===== src/rtl/exm_pkg.sv =====
package exm_pkg;
    localparam int unsigned XLEN = 32;

    typedef enum logic {
        ST_OPEN   = 1'b0,
        ST_LOCKED = 1'b1
    } arm_state_e;

    localparam logic [1:0] SEL_CTRL = 2'b00;
    localparam logic [1:0] SEL_LOW  = 2'b01;
    localparam logic [1:0] SEL_HIGH = 2'b10;

    localparam logic [XLEN-1:0] TRAP_WORD = '0;
endpackage


===== src/rtl/exm_fw_window.sv =====
module exm_fw_window #(
    parameter int unsigned AW        = 32,
    parameter int unsigned SEL_BITS  = 8,
    parameter logic [7:0]  PREFIX    = 8'hD0,
    parameter int unsigned WIN_BYTES = 2048
) (
    input  logic [AW-1:0] addr,
    output logic          in_window
);
    localparam int unsigned OFS_BITS  = $clog2(WIN_BYTES);
    localparam int unsigned ZERO_HI   = AW - SEL_BITS - 1;
    localparam int unsigned ZERO_BITS = AW - SEL_BITS - OFS_BITS;

    logic prefix_hit;
    logic upper_zero;

    always_comb begin
        prefix_hit = (addr[AW-1 -: SEL_BITS] == PREFIX[SEL_BITS-1:0]);
        upper_zero = (addr[ZERO_HI -: ZERO_BITS] == '0);
        in_window  = prefix_hit && upper_zero;
    end
endmodule


===== src/rtl/exm_region_ctl.sv =====
module exm_region_ctl
    import exm_pkg::*;
#(
    parameter int unsigned AW = 32
) (
    input  logic          clk,
    input  logic          rst_n,
    input  logic          cfg_we,
    input  logic [1:0]    cfg_sel,
    input  logic [AW-1:0] cfg_wdata,
    input  logic [AW-1:0] addr,
    output logic          range_hit
);
    arm_state_e    state_q, state_d;
    logic [AW-1:0] low_q, high_q;
    logic          arm_req;

    assign arm_req = cfg_we && (cfg_sel == SEL_CTRL) && cfg_wdata[0];

    always_ff @(posedge clk or negedge rst_n) begin
        if (!rst_n) state_q <= ST_OPEN;
        else        state_q <= state_d;
    end

    always_comb begin
        state_d = state_q;
        unique case (state_q)
            ST_OPEN:   if (arm_req) state_d = ST_LOCKED;
            ST_LOCKED: state_d = ST_LOCKED;
            default:   state_d = ST_OPEN;
        endcase
    end

    always_ff @(posedge clk or negedge rst_n) begin
        if (!rst_n) begin
            low_q  <= '0;
            high_q <= '0;
        end else if (state_q == ST_OPEN && cfg_we) begin
            if (cfg_sel == SEL_LOW)  low_q  <= cfg_wdata;
            if (cfg_sel == SEL_HIGH) high_q <= cfg_wdata;
        end
    end

    always_comb begin
        range_hit = 1'b0;
        unique case (state_q)
            ST_OPEN:   range_hit = 1'b0;
            ST_LOCKED: range_hit = (addr >= low_q) && (addr <= high_q);
            default:   range_hit = 1'b0;
        endcase
    end

    // armed state holds until reset
    a_r7_sticky_arm: assert property (@(posedge clk) disable iff (!rst_n)
        (state_q == ST_LOCKED) |=> (state_q == ST_LOCKED));

    // bounds frozen while armed
    a_r8_bounds_frozen: assert property (@(posedge clk) disable iff (!rst_n)
        (state_q == ST_LOCKED) |=> ($stable(low_q) && $stable(high_q)));

    // arm request in open state arms at the edge
    a_r5_arm_edge: assert property (@(posedge clk) disable iff (!rst_n)
        (state_q == ST_OPEN && arm_req) |=> (state_q == ST_LOCKED));

    // inverted bounds never hit
    a_r6_inverted_quiet: assert property (@(posedge clk) disable iff (!rst_n)
        (low_q > high_q) |-> !range_hit);
endmodule


===== src/rtl/exm_fetch_mux.sv =====
module exm_fetch_mux
    import exm_pkg::*;
#(
    parameter int unsigned DW = 32
) (
    input  logic          fetch_valid,
    input  logic          forbid,
    input  logic [DW-1:0] mem_rdata,
    output logic [DW-1:0] cpu_rdata
);
    always_comb begin
        if (fetch_valid && forbid) cpu_rdata = TRAP_WORD[DW-1:0];
        else                       cpu_rdata = mem_rdata;
    end
endmodule


===== src/rtl/exec_fetch_guard.sv =====
module exec_fetch_guard
    import exm_pkg::*;
#(
    parameter int unsigned AW           = 32,
    parameter int unsigned DW           = 32,
    parameter logic [7:0]  FW_PREFIX    = 8'hD0,
    parameter int unsigned FW_WIN_BYTES = 2048
) (
    input  logic          clk,
    input  logic          rst_n,
    input  logic          fetch_valid,
    input  logic [AW-1:0] fetch_addr,
    input  logic [DW-1:0] mem_rdata,
    output logic [DW-1:0] cpu_rdata,
    input  logic          cfg_we,
    input  logic [1:0]    cfg_sel,
    input  logic [AW-1:0] cfg_wdata
);
    logic fw_hit;
    logic range_hit;
    logic forbid;

    exm_fw_window #(
        .AW(AW), .SEL_BITS(8), .PREFIX(FW_PREFIX), .WIN_BYTES(FW_WIN_BYTES)
    ) u_fw (
        .addr(fetch_addr), .in_window(fw_hit)
    );

    exm_region_ctl #(.AW(AW)) u_rgn (
        .clk(clk), .rst_n(rst_n), .cfg_we(cfg_we), .cfg_sel(cfg_sel),
        .cfg_wdata(cfg_wdata), .addr(fetch_addr), .range_hit(range_hit)
    );

    assign forbid = fw_hit || range_hit;

    exm_fetch_mux #(.DW(DW)) u_mux (
        .fetch_valid(fetch_valid), .forbid(forbid),
        .mem_rdata(mem_rdata), .cpu_rdata(cpu_rdata)
    );

    // fixed window fetches always trap
    a_r2_fw_trap: assert property (@(posedge clk) disable iff (!rst_n)
        (fetch_valid && fw_hit) |-> (cpu_rdata == '0));

    // armed range hits trap
    a_r5_range_trap: assert property (@(posedge clk) disable iff (!rst_n)
        (fetch_valid && range_hit) |-> (cpu_rdata == '0));

    // non-fetch traffic untouched
    a_r9_data_pass: assert property (@(posedge clk) disable iff (!rst_n)
        !fetch_valid |-> (cpu_rdata == mem_rdata));

    // fetches outside every region untouched
    a_r1_clean_pass: assert property (@(posedge clk) disable iff (!rst_n)
        (fetch_valid && !fw_hit && !range_hit) |-> (cpu_rdata == mem_rdata));
endmodule


===== config.mk =====
export PLATFORM = sky130hd
export DESIGN_NAME = exec_fetch_guard
export DESIGN_NICKNAME = d
export VERILOG_FILES = /design/src/rtl/exm_pkg.sv /design/src/rtl/exm_fw_window.sv /design/src/rtl/exm_region_ctl.sv /design/src/rtl/exm_fetch_mux.sv /design/src/rtl/exec_fetch_guard.sv
export SDC_FILE = /design/constraint.sdc
export NUM_CORES = 1
export LEC_CHECK = 0
export ABC_AREA = 1
export ABC_CLOCK_PERIOD_IN_PS = 4100
export BUFFER_PORTS_ARGS = -buffer_cell sky130_fd_sc_hd__buf_2
export CORE_MARGIN = 8
export CORE_UTILIZATION = 28
export CTS_BUF_LIST = sky130_fd_sc_hd__clkbuf_2 sky130_fd_sc_hd__clkbuf_4 sky130_fd_sc_hd__clkbuf_8
export DETAILED_ROUTE_END_ITERATION = 16
export GPL_TIMING_DRIVEN = 0
export PLACE_DENSITY = 0.47
export SYNTH_ARGS = -nofsm -noshare
export SYNTH_HDL_FRONTEND = slang
export SYNTH_SLANG_ARGS = --single-unit
export TNS_END_PERCENT = 50

===== constraint.sdc =====
create_clock -name clk -period 4.1 [get_ports clk]
set_input_delay 1.23 -clock clk [delete_from_list [all_inputs] [get_ports clk]]
set_output_delay 1.23 -clock clk [all_outputs]
set_load 0.005 [all_outputs]

==> results.py, run 1 <==
metrics = {
    "status": {
        "status": "finished with violations",
        "violations": "setup timing",
    },
    "synthesis": {
        "ys_seq_area_share_pct": 34.65,
        "yosysWarnings": 0,
        "synth_area_um2": 4695,
        "synth_cells": 597,
        "synth_area_per_cell_um2": 7.863,
        "synth_cell_types": 30,
        "synthesis.nets": 763,
        "synth-seq-cells": 65,
    },
    "grt": {
        "grt_usage_pct": 12.89,
        "gr-total-overflow": 0,
        "grt_pass1_vias": 4537,
        "grt_start_max_net_pins": 66,
        "antenna_found_initial": 0,
        "grt_pass1_wl_um": 22240,
    },
    "floorplan": {
        "die_h_um": 145.5,
        "dieArea_um2": 21170,
        "die_x_um": 145.5,
        "core_area_um2": 16470,
        "ios": 134,
        "initial_utilization_pct": 28.51,
        "num_rows": 47,
    },
    "timing": {
        "fin_hold_ws_ns": 0.4830,
        "worstMarginPinSlew_ns": 0.8496,
        "slew_viol_final": 0,
        "postLayoutSetupSlackWorst_ns": -0.08880,
        "fin_worst_skew_ns": 0.007312,
        "min_period_ns": 4.189,
        "fmax_mhz": 238.7,
        "rsz0062_at_grt": "true",
        "fin_setup_tns_ns": -1.953,
        "setup_viol": 32,
        "slew_headroom_pct": 43.36,
        "fin_crit_sh_pct": 102.2,
        "hold_viol": 0,
    },
    "hold_path": {
        "min_to": "u_rgn.high_q[20]$_DFFE_PN0P_",
        "hp-class": "reg -> reg",
        "min_from": "u_rgn.high_q[20]$_DFFE_PN0P_",
        "whs_path_depth": 2,
    },
    "power_and_ir_drop": {
        "intPower_uw": 1156,
        "powerDensity_nw_per_um2": 255.7,
        "switching_power_uw": 450.0,
        "sequentialPowerShare_pct": 41.5,
        "peakVddDrop_v": 0.0001054,
        "pwr-share-comb_pct": 23.7,
        "sw_frac_of_total_pct": 28.03,
        "pwr-share-clk_pct": 34.9,
        "p_leak_uw": 0.003136,
    },
    "critical_path": {
        "crit_type": "in -> out",
        "r2r_end": "u_rgn.low_q[12]$_DFFE_PN0P_",
        "cp-start-kind": "input pin",
        "r2r-start": "u_rgn.state_q$_DFF_PN0_",
        "critPathCaptureType": "primary output",
        "crit_required_ns": 2.87,
        "ff2ff_path_depth": 5,
        "critPathArrivalTime_ns": 2.96,
        "crit_path_max_fanout": 7,
        "rrSetupSlack_ns": 2.50,
    },
    "placement": {
        "dpl.hpwl_um": 10710,
        "io_buffers": 133,
        "place.gp.congestion": 0.8663,
    },
    "drt": {
        "vias_per_cell": 4.334,
        "vias": 4213,
        "ant_nets": 0,
        "wl_per_cell_um": 13.86,
        "wl_um": 13470,
        "drt_iter0_drc": 191,
        "route.detailed.drc": 0,
        "drt_pass1_iterations": 4,
    },
    "clocking": {
        "clkLatencyLatePin_ns": 0.35,
        "cts_tree": "yes",
        "numCtsBuffers": 9,
        "cts_buffer_depth": 2,
        "cts-root-buf": "clkbuf_8",
        "path_clk_slew_ns": 0.07,
        "cts_htree_levels": 3,
        "hold_buffers": 0,
        "cts_sinks": 65,
    },
    "finish": {
        "drive_gt1_share_pct": 31.29,
        "nNetsFinal": 912,
        "fin_util_pct": 38.14,
        "areaGrowthSynthToFinish_pct": 33.77,
    },
    "flow_run": {
        "cap_violations": 0,
    },
}
flip-flops by register name, indices dropped and copies added, names as in the netlist:
signal	flops
u_rgn.state_q	1
u_rgn.high_q	32
u_rgn.low_q	32
worst max-delay path, stage by stage:
cell and delay [ns]:
buf_4 0.14, ha_4 0.28, nand2_4 0.05, o21bai_1 0.15
a21oi_1 0.16, nor2_1 0.07, nand2_1 0.06, nand2_1 0.05
nand2_1 0.06, nand2_1 0.06, nand2_2 0.10, nand2_8 0.11
clkbuf_16 0.18, a21oi_2 0.11, buf_2 0.13
routing by layer:
layer | global-route usage (%) | wire (µm) | vias to the layer above | share of wire [%]
met3 | 3.545 | 764 | 11 | 5.7
met1 | 15.28 | 6067 | 1912 | 45
met4 | 3.748 | 135 | 0 | 1.0
li1 | - | - | 2176 | -
met2 | 22.31 | 6502 | 114 | 48
met5 | 0 | 0 | - | 0
final cells by class:
type	instances	area (µm²)
clock inverter	3	40.04
tap	220	275.3
buffer	18	141.4
fill	1723	10190
timing repair buffer	138	804.5
sequential	65	1627
antenna	1	2.502
multi-input combinational	369	2685
clock buffer	13	160.2
inverter	145	544.3
through the flow:
step / setup WS (ns) / total power [µW] / std cells / area (µm²)
final: -0.08880 / 1606 / 972 / 6280
after global routing: -0.2591 / 1708 / 971 / 6277
after CTS: -0.08003 / 1610 / 968 / 6116
after detailed placement: -0.1427 / 1005 / 950 / 5638
after global placement: -0.1243 / 998.8 / 950 / 5635
after floorplan: 0.3777 / 866.3 / 597 / 4695
how the worst max path moves through the flow:
stage / slack, ns / from / cells past startpoint / to
after global placement: -0.12 / fetch_addr[23] / 14 / cpu_rdata[17]
final: -0.09 / fetch_addr[11] / 15 / cpu_rdata[25]
after global routing: -0.26 / fetch_addr[1] / 18 / cpu_rdata[11]
after detailed placement: -0.14 / fetch_addr[23] / 14 / cpu_rdata[12]
after CTS: -0.08 / fetch_addr[21] / 14 / cpu_rdata[12]
after floorplan: 0.38 / fetch_addr[11] / 13 / cpu_rdata[10]
Yosys cell counts (all sizes together):
cell type	instances	area, µm²
a21oi	63	454.2
and3	1	6.260
buf	3	60.06
clkbuf	14	72.57
dfrtp	65	1627
dlygate4sd1	1	8.760
ha	64	800.8
inv	145	544.3
nand2	126	485.5
nand3	3	15.01
nand4	9	92.59
nor2	20	85.08
nor3	3	20.02
nor4	3	18.77
o21a	4	30.03
o21ai	70	350.3
o21bai	2	15.01
o41ai	1	8.760
cell families (layout without fill, tap and decap cells):
family	count (synthesis)	count (layout)	share of synthesized area, %
AO/OA/AOI/OAI	140	140	18.28
adder cells (fa/ha/maj)	64	64	17.06
buffers and inverters	163	317	14.61
flip-flops	65	65	34.65
other	0	1	0
AND/OR/NAND/NOR	165	165	15.41
what timing repair did:
action                                  CTS  global route
gates cloned                              1             2
endpoints found under the setup margin   30            32
setup buffers                             1             1
gates resized for setup                  37            21
pin swaps                                 4            12
layout by cell type (no fill, tap or decap), types with 4 or more instances in the layout:
cell,netlist,final
clkbuf_8,2,12
buf_4,0,5
ha_4,0,15
buf_2,0,125
a21oi_2,28,29
ha_1,64,49
inv_1,143,142
a21oi_1,32,27
nand2_1,123,113
nand4_1,6,6
nor2_1,18,15
dfrtp_1,65,65
o21ai_0,67,67
clkbuf_1,12,12
nand2_2,2,11
o21a_1,4,4
a21oi_4,3,7
power by group through the flow:
stage                     Combinational [µW]  Sequential (µW)  Clock [µW]
after floorplan                          191              676           0
after global placement                   321              678           0
after detailed placement                 327              678           0
after CTS                                360              665         584
after global routing                     432              667         609
final                                    380              666         560
No activity file was read; power rests on OpenSTA's default activity.
==> run 2, diff against run 1 <==
--- a/config.mk
+++ b/config.mk
@@ -6,13 +6,14 @@
 export NUM_CORES = 1
 export LEC_CHECK = 0
 export ABC_AREA = 1
-export ABC_CLOCK_PERIOD_IN_PS = 4100
+export ABC_CLOCK_PERIOD_IN_PS = 4900
 export BUFFER_PORTS_ARGS = -buffer_cell sky130_fd_sc_hd__buf_2
 export CORE_MARGIN = 8
 export CORE_UTILIZATION = 28
 export CTS_BUF_LIST = sky130_fd_sc_hd__clkbuf_2 sky130_fd_sc_hd__clkbuf_4 sky130_fd_sc_hd__clkbuf_8
 export DETAILED_ROUTE_END_ITERATION = 16
 export GPL_TIMING_DRIVEN = 0
+export MAX_ROUTING_LAYER = met4
 export PLACE_DENSITY = 0.47
 export SYNTH_ARGS = -nofsm -noshare
 export SYNTH_HDL_FRONTEND = slang
==> constraint.sdc (replaced) <==
create_clock -name clk -period 4.9 [get_ports clk]
set_input_delay 1.47 -clock clk [delete_from_list [all_inputs] [get_ports clk]]
set_output_delay 1.47 -clock clk [all_outputs]
set_load 0.005 [all_outputs]
==> run 2 against run 1 <==
The run now ends clean. Clock power fell by 16%. Count of clock-buffer cells in the layout did not move. Cell count fell by 0.62%. Largest power group unchanged.
==> results.py, run 2 (synthesized netlist as in run 1, its figures left out) <==
metrics = {
    "timing": {
        "worstMarginPinSlew_ns": 0.8380,
        "slew_viol_final": 0,
        "fin_setup_tns_ns": 0,
        "fin_crit_sh_pct": 95.38,
        "fin_worst_skew_ns": 0.006709,
        "setup_viol": 0,
        "hold_viol": 0,
        "rsz0062_at_grt": "false",
        "fmax_mhz": 214.0,
        "postLayoutSetupSlackWorst_ns": 0.2265,
        "slew_headroom_pct": 44.14,
        "min_period_ns": 4.673,
    },
    "placement": {
        "detailedPlace.worstSlack_ns": 0.1773,
        "place.gp.congestion": 0.8804,
        "place_area_um2": 5638,
        "io_buffers": 133,
        "dpl.hpwl_um": 10710,
    },
    "critical_path": {
        "crit_type": "in -> out",
        "critPathArrivalTime_ns": 3.20,
        "cp-start-kind": "input pin",
        "crit_path_max_fanout": 10,
        "crit_required_ns": 3.43,
        "critPathCaptureType": "primary output",
    },
    "power_and_ir_drop": {
        "intPower_uw": 936.5,
        "switching_power_uw": 359.2,
        "pwr-share-comb_pct": 20.8,
        "sequentialPowerShare_pct": 43.0,
        "pwr-share-clk_pct": 36.2,
        "p_leak_uw": 0.003037,
        "powerDensity_nw_per_um2": 221.9,
        "sw_frac_of_total_pct": 27.72,
        "peakVddDrop_v": 0.00008837,
    },
    "drt": {
        "vias_per_cell": 4.305,
        "drt_iter0_drc": 194,
        "vias": 4159,
        "wl_um": 13080,
        "wl_per_cell_um": 13.54,
        "ant_nets": 0,
        "route.detailed.drc": 0,
        "drt_pass1_iterations": 4,
    },
    "clocking": {
        "clkLatencyLatePin_ns": 0.34,
        "path_clk_slew_ns": 0.06,
        "cts-root-buf": "clkbuf_8",
        "post_cts_resized": 0,
        "cts_htree_levels": 3,
        "numCtsBuffers": 9,
        "cts_sinks": 65,
        "cts_tree": "yes",
        "cts_buffer_depth": 2,
        "postCtsSetupBuffers": 0,
        "hold_buffers": 0,
    },
    "finish": {
        "diodes": 0,
        "layout_commonest_cell": "inv_1",
        "n_fill_cell": 1759,
        "drive_gt1_share_pct": 26.27,
        "areaGrowthSynthToFinish_pct": 24.36,
        "final_area_um2": 5838,
        "nNetsFinal": 907,
        "largestRegisters": "u_rgn.high_q (32), u_rgn.low_q (32), u_rgn.state_q (1)",
        "mostFrequentLayoutCells": "inv_1 (143), buf_2 (132), nand2_1 (123)",
    },
    "floorplan": {
        "ios": 134,
        "die_x_um": 145.5,
        "initial_utilization_pct": 28.51,
        "dieArea_um2": 21170,
        "num_rows": 47,
        "die_h_um": 145.5,
        "core_area_um2": 16470,
    },
    "status": {
        "status": "finished, final reports clean",
    },
    "flow_run": {
        "cap_violations": 0,
    },
    "grt": {
        "gr-total-overflow": 0,
        "antenna_found_initial": 0,
        "grt_usage_pct": 13.12,
        "grt_start_max_net_pins": 66,
        "grt_pass1_vias": 4458,
        "grt_pass1_wl_um": 21910,
    },
    "hold_path": {
        "hp-class": "reg -> reg",
    },
}
-- run 2: area by class of cell --
| class | instances | area [µm²] | area share (%) |
|---|---|---|---|
| Multi-Input combinational cell | 369 | 2382 | 40.81 |
| Sequential cell | 65 | 1627 | 27.86 |
| Timing Repair Buffer | 133 | 668.1 | 11.44 |
| Inverter | 145 | 544.3 | 9.323 |
| Tap cell | 220 | 275.3 | 4.715 |
| Clock buffer | 13 | 160.2 | 2.743 |
| Buffer | 18 | 141.4 | 2.422 |
| Clock inverter | 3 | 40.04 | 0.6858 |
-- run 2: through the flow --
step	utilization [%]	hold WS [ns]	total power (µW)	cells
CTS	35.46	0.4910	1321	966
finish	35.46	0.4823	1296	966
detailed placement	34.24	0.4735	840.7	950
global route	35.46	0.5043	1382	966
global placement	34.22	0.4697	835.7	950
floorplan	-	0.4530	724.9	597
-- run 2: path summary, 6_finish.rpt --
check                                                  from                            to  slack [ns]  depth (start not counted)
worst max-delay path                         fetch_addr[23]                 cpu_rdata[26]        0.23                         14
worst min-delay path            u_rgn.low_q[11]$_DFFE_PN0P_   u_rgn.low_q[11]$_DFFE_PN0P_        0.48                          2
worst max register to register      u_rgn.state_q$_DFF_PN0_   u_rgn.low_q[12]$_DFFE_PN0P_        3.29                          5
worst min register to register  u_rgn.low_q[11]$_DFFE_PN0P_   u_rgn.low_q[11]$_DFFE_PN0P_        0.48                          2
max in group asynchronous                             rst_n  u_rgn.high_q[28]$_DFFE_PN0P_        3.12                          1
min in group asynchronous                             rst_n    u_rgn.low_q[9]$_DFFE_PN0P_        1.23                          1
-- run 2: worst max-delay path, stage by stage --
cell and delay, ns:
buf_2 0.12, ha_1 0.29, nand2_1 0.07, nor2_1 0.15, nand4_1 0.13, nor2_2 0.15
nand2_1 0.08, nand2_1 0.06, nand2_1 0.06, nand2_2 0.08, nand2_4 0.11, buf_12 0.17
a21oi_2 0.12, buf_2 0.13
-- run 2: power by group through the flow --
stage | sequential (µW) | combinational (µW) | clock [µW]
after detailed placement | 567 | 274 | 0
after floorplan | 565 | 160 | 0
final | 557 | 270 | 469
after global routing | 558 | 312 | 511
after CTS | 557 | 275 | 488
after global placement | 567 | 269 | 0
-- run 2: routing by layer --
layer  part of all wire, %  vias to the layer above  global-route usage, %
met4                  0.94                        0                  3.384
li1                      -                     2164                      -
met3                   4.9                        8                  3.638
met5                     0                        -                      -
met2                    48                      111                  21.89
met1                    46                     1876                  15.30
==> run 3, diff against run 2 <==
--- a/config.mk
+++ b/config.mk
@@ -10,7 +10,6 @@
 export BUFFER_PORTS_ARGS = -buffer_cell sky130_fd_sc_hd__buf_2
 export CORE_MARGIN = 8
 export CORE_UTILIZATION = 28
-export CTS_BUF_LIST = sky130_fd_sc_hd__clkbuf_2 sky130_fd_sc_hd__clkbuf_4 sky130_fd_sc_hd__clkbuf_8
 export DETAILED_ROUTE_END_ITERATION = 16
 export GPL_TIMING_DRIVEN = 0
 export MAX_ROUTING_LAYER = met4
==> run 3 against run 2 <==
Wire length up 0.11%. Setup slack gained 0.0012 ns. Highest routed layer unchanged. Count of clock-buffer cells in the layout stayed put. Final area increased by 1.5%.
==> results.py, run 3 (synthesized netlist as in run 1, its figures left out) <==
metrics = {
    "status": {
        "status": "finished, final reports clean",
    },
    "finish": {
        "drive_gt1_share_pct": 25.87,
        "nNetsFinal": 907,
        "fin_cells": 966,
        "areaGrowthSynthToFinish_pct": 26.28,
        "multi_input_area_um2": 2382,
        "mostFrequentLayoutCells": "inv_1 (143), buf_2 (132), nand2_1 (123)",
        "register_area_um2": 1627,
        "n_fill_cell": 1751,
        "largestRegisters": "u_rgn.high_q (32), u_rgn.low_q (32), u_rgn.state_q (1)",
        "layout_commonest_cell": "inv_1",
        "diodes": 0,
    },
    "floorplan": {
        "die_h_um": 145.5,
        "num_rows": 47,
        "die_x_um": 145.5,
        "dieArea_um2": 21170,
        "ios": 134,
        "initial_utilization_pct": 28.51,
        "core_area_um2": 16470,
    },
    "grt": {
        "grt_usage_pct": 13.07,
        "grt_pass1_wl_um": 21880,
        "grt_use_met2_pct": 21.92,
        "use_met3_pct": 3.234,
        "busiest_layer": "met2",
        "grt_pass1_vias": 4449,
        "gr-usage-met1_pct": 15.41,
        "gr-total-overflow": 0,
        "antenna_found_initial": 0,
        "grt_start_max_net_pins": 66,
    },
    "timing": {
        "fin_crit_sh_pct": 95.35,
        "fin_worst_skew_ns": 0.004536,
        "setup_viol": 0,
        "worstMarginPinSlew_ns": 0.8468,
        "fmax_mhz": 214.0,
        "hold_viol": 0,
        "rsz0062_at_grt": "false",
        "fin_setup_tns_ns": 0,
        "slew_viol_final": 0,
        "slew_headroom_pct": 43.55,
        "min_period_ns": 4.672,
        "postLayoutSetupSlackWorst_ns": 0.2277,
    },
    "power_and_ir_drop": {
        "powerDensity_nw_per_um2": 245.8,
        "sw_frac_of_total_pct": 25.97,
        "p_leak_uw": 0.003073,
        "pwr-share-clk_pct": 43.2,
        "pwr-share-comb_pct": 18.5,
        "intPower_uw": 1079,
        "switching_power_uw": 378.4,
        "peakVddDrop_v": 0.0001254,
        "sequentialPowerShare_pct": 38.3,
    },
    "placement": {
        "io_buffers": 133,
        "dp_cells": 950,
        "detailedPlace.worstSlack_ns": 0.1773,
        "dpl.hpwl_um": 10710,
        "place.gp.congestion": 0.8804,
    },
    "critical_path": {
        "critPathArrivalTime_ns": 3.20,
        "cp-start-kind": "input pin",
        "crit_required_ns": 3.43,
        "rrSetupSlack_ns": 3.29,
        "crit_type": "in -> out",
        "critPathCaptureType": "primary output",
        "crit_start": "fetch_addr[23]",
        "r2r-start": "u_rgn.state_q$_DFF_PN0_",
        "crit_path_max_fanout": 10,
    },
    "clocking": {
        "postCtsSetupBuffers": 0,
        "numCtsBuffers": 9,
        "clkLatencyLatePin_ns": 0.33,
        "cts-root-buf": "clkbuf_16",
        "post_cts_resized": 0,
        "cts_htree_levels": 3,
        "hold_buffers": 0,
        "path_clk_slew_ns": 0.05,
        "cts_tree": "yes",
        "cts_sinks": 65,
        "cts_buffer_depth": 2,
    },
    "drt": {
        "ant_nets": 0,
        "drt_iter0_drc": 199,
        "wl_per_cell_um": 13.55,
        "vias_per_cell": 4.295,
        "vias": 4149,
        "drt_pass1_iterations": 4,
        "route.detailed.drc": 0,
        "wl_um": 13090,
    },
    "hold_path": {
        "min_from": "u_rgn.low_q[13]$_DFFE_PN0P_",
        "hp-class": "reg -> reg",
    },
    "flow_run": {
        "cap_violations": 0,
    },
}
==> run 3: per-stage QoR <==
stage | util, % | hold WS (ns) | instance area [µm²] | total power (µW)
final | 36.00 | 0.4798 | 5928 | 1457
after global placement | 34.22 | 0.4697 | 5635 | 835.7
after floorplan | - | 0.4530 | 4695 | 724.9
after global routing | 36.00 | 0.4998 | 5928 | 1543
after CTS | 36.00 | 0.4869 | 5928 | 1483
after detailed placement | 34.24 | 0.4735 | 5638 | 840.7
==> run 3: critical path, stage by stage <==
cell and delay, ns:
buf_2 0.12, ha_1 0.29, nand2_1 0.07, nor2_1 0.15, nand4_1 0.13, nor2_2 0.15
nand2_1 0.08, nand2_1 0.06, nand2_1 0.06, nand2_2 0.08, nand2_4 0.11, buf_12 0.17
a21oi_2 0.12, buf_2 0.13
==> run 3: final cells by class <==
| type | count | area share, % |
|---|---|---|
| sequential | 65 | 27.44 |
| tap | 220 | 4.643 |
| multi-input combinational | 369 | 40.19 |
| clock buffer | 13 | 4.221 |
| buffer | 18 | 2.385 |
| timing repair buffer | 133 | 11.27 |
| clock inverter | 3 | 0.6754 |
| inverter | 145 | 9.181 |
==> run 3: final timing paths <==
| kind | end | cells after the start |
|---|---|---|
| worst max-delay path | cpu_rdata[26] | 14 |
| worst min-delay path | u_rgn.low_q[13]$_DFFE_PN0P_ | 2 |
| worst max register to register | u_rgn.low_q[12]$_DFFE_PN0P_ | 5 |
| worst min register to register | u_rgn.low_q[13]$_DFFE_PN0P_ | 2 |
| max in group asynchronous | u_rgn.state_q$_DFF_PN0_ | 1 |
| min in group asynchronous | u_rgn.low_q[9]$_DFFE_PN0P_ | 1 |
==> run 3: metal layers <==
| layer | share of wire [%] | routed length, µm | up-vias |
|---|---|---|---|
| met2 | 48 | 6255 | 104 |
| met5 | 0 | 0 | - |
| met4 | 0.94 | 123 | 0 |
| met1 | 47 | 6096 | 1871 |
| li1 | - | - | 2165 |
| met3 | 4.7 | 614 | 9 |
==> run 3: power by group through the flow <==
stage / clock, µW / combinational (µW) / sequential [µW]
after floorplan: 0 / 160 / 565
after global placement: 0 / 269 / 567
final: 630 / 269 / 558
after global routing: 672 / 312 / 559
after CTS: 650 / 275 / 558
after detailed placement: 0 / 274 / 567
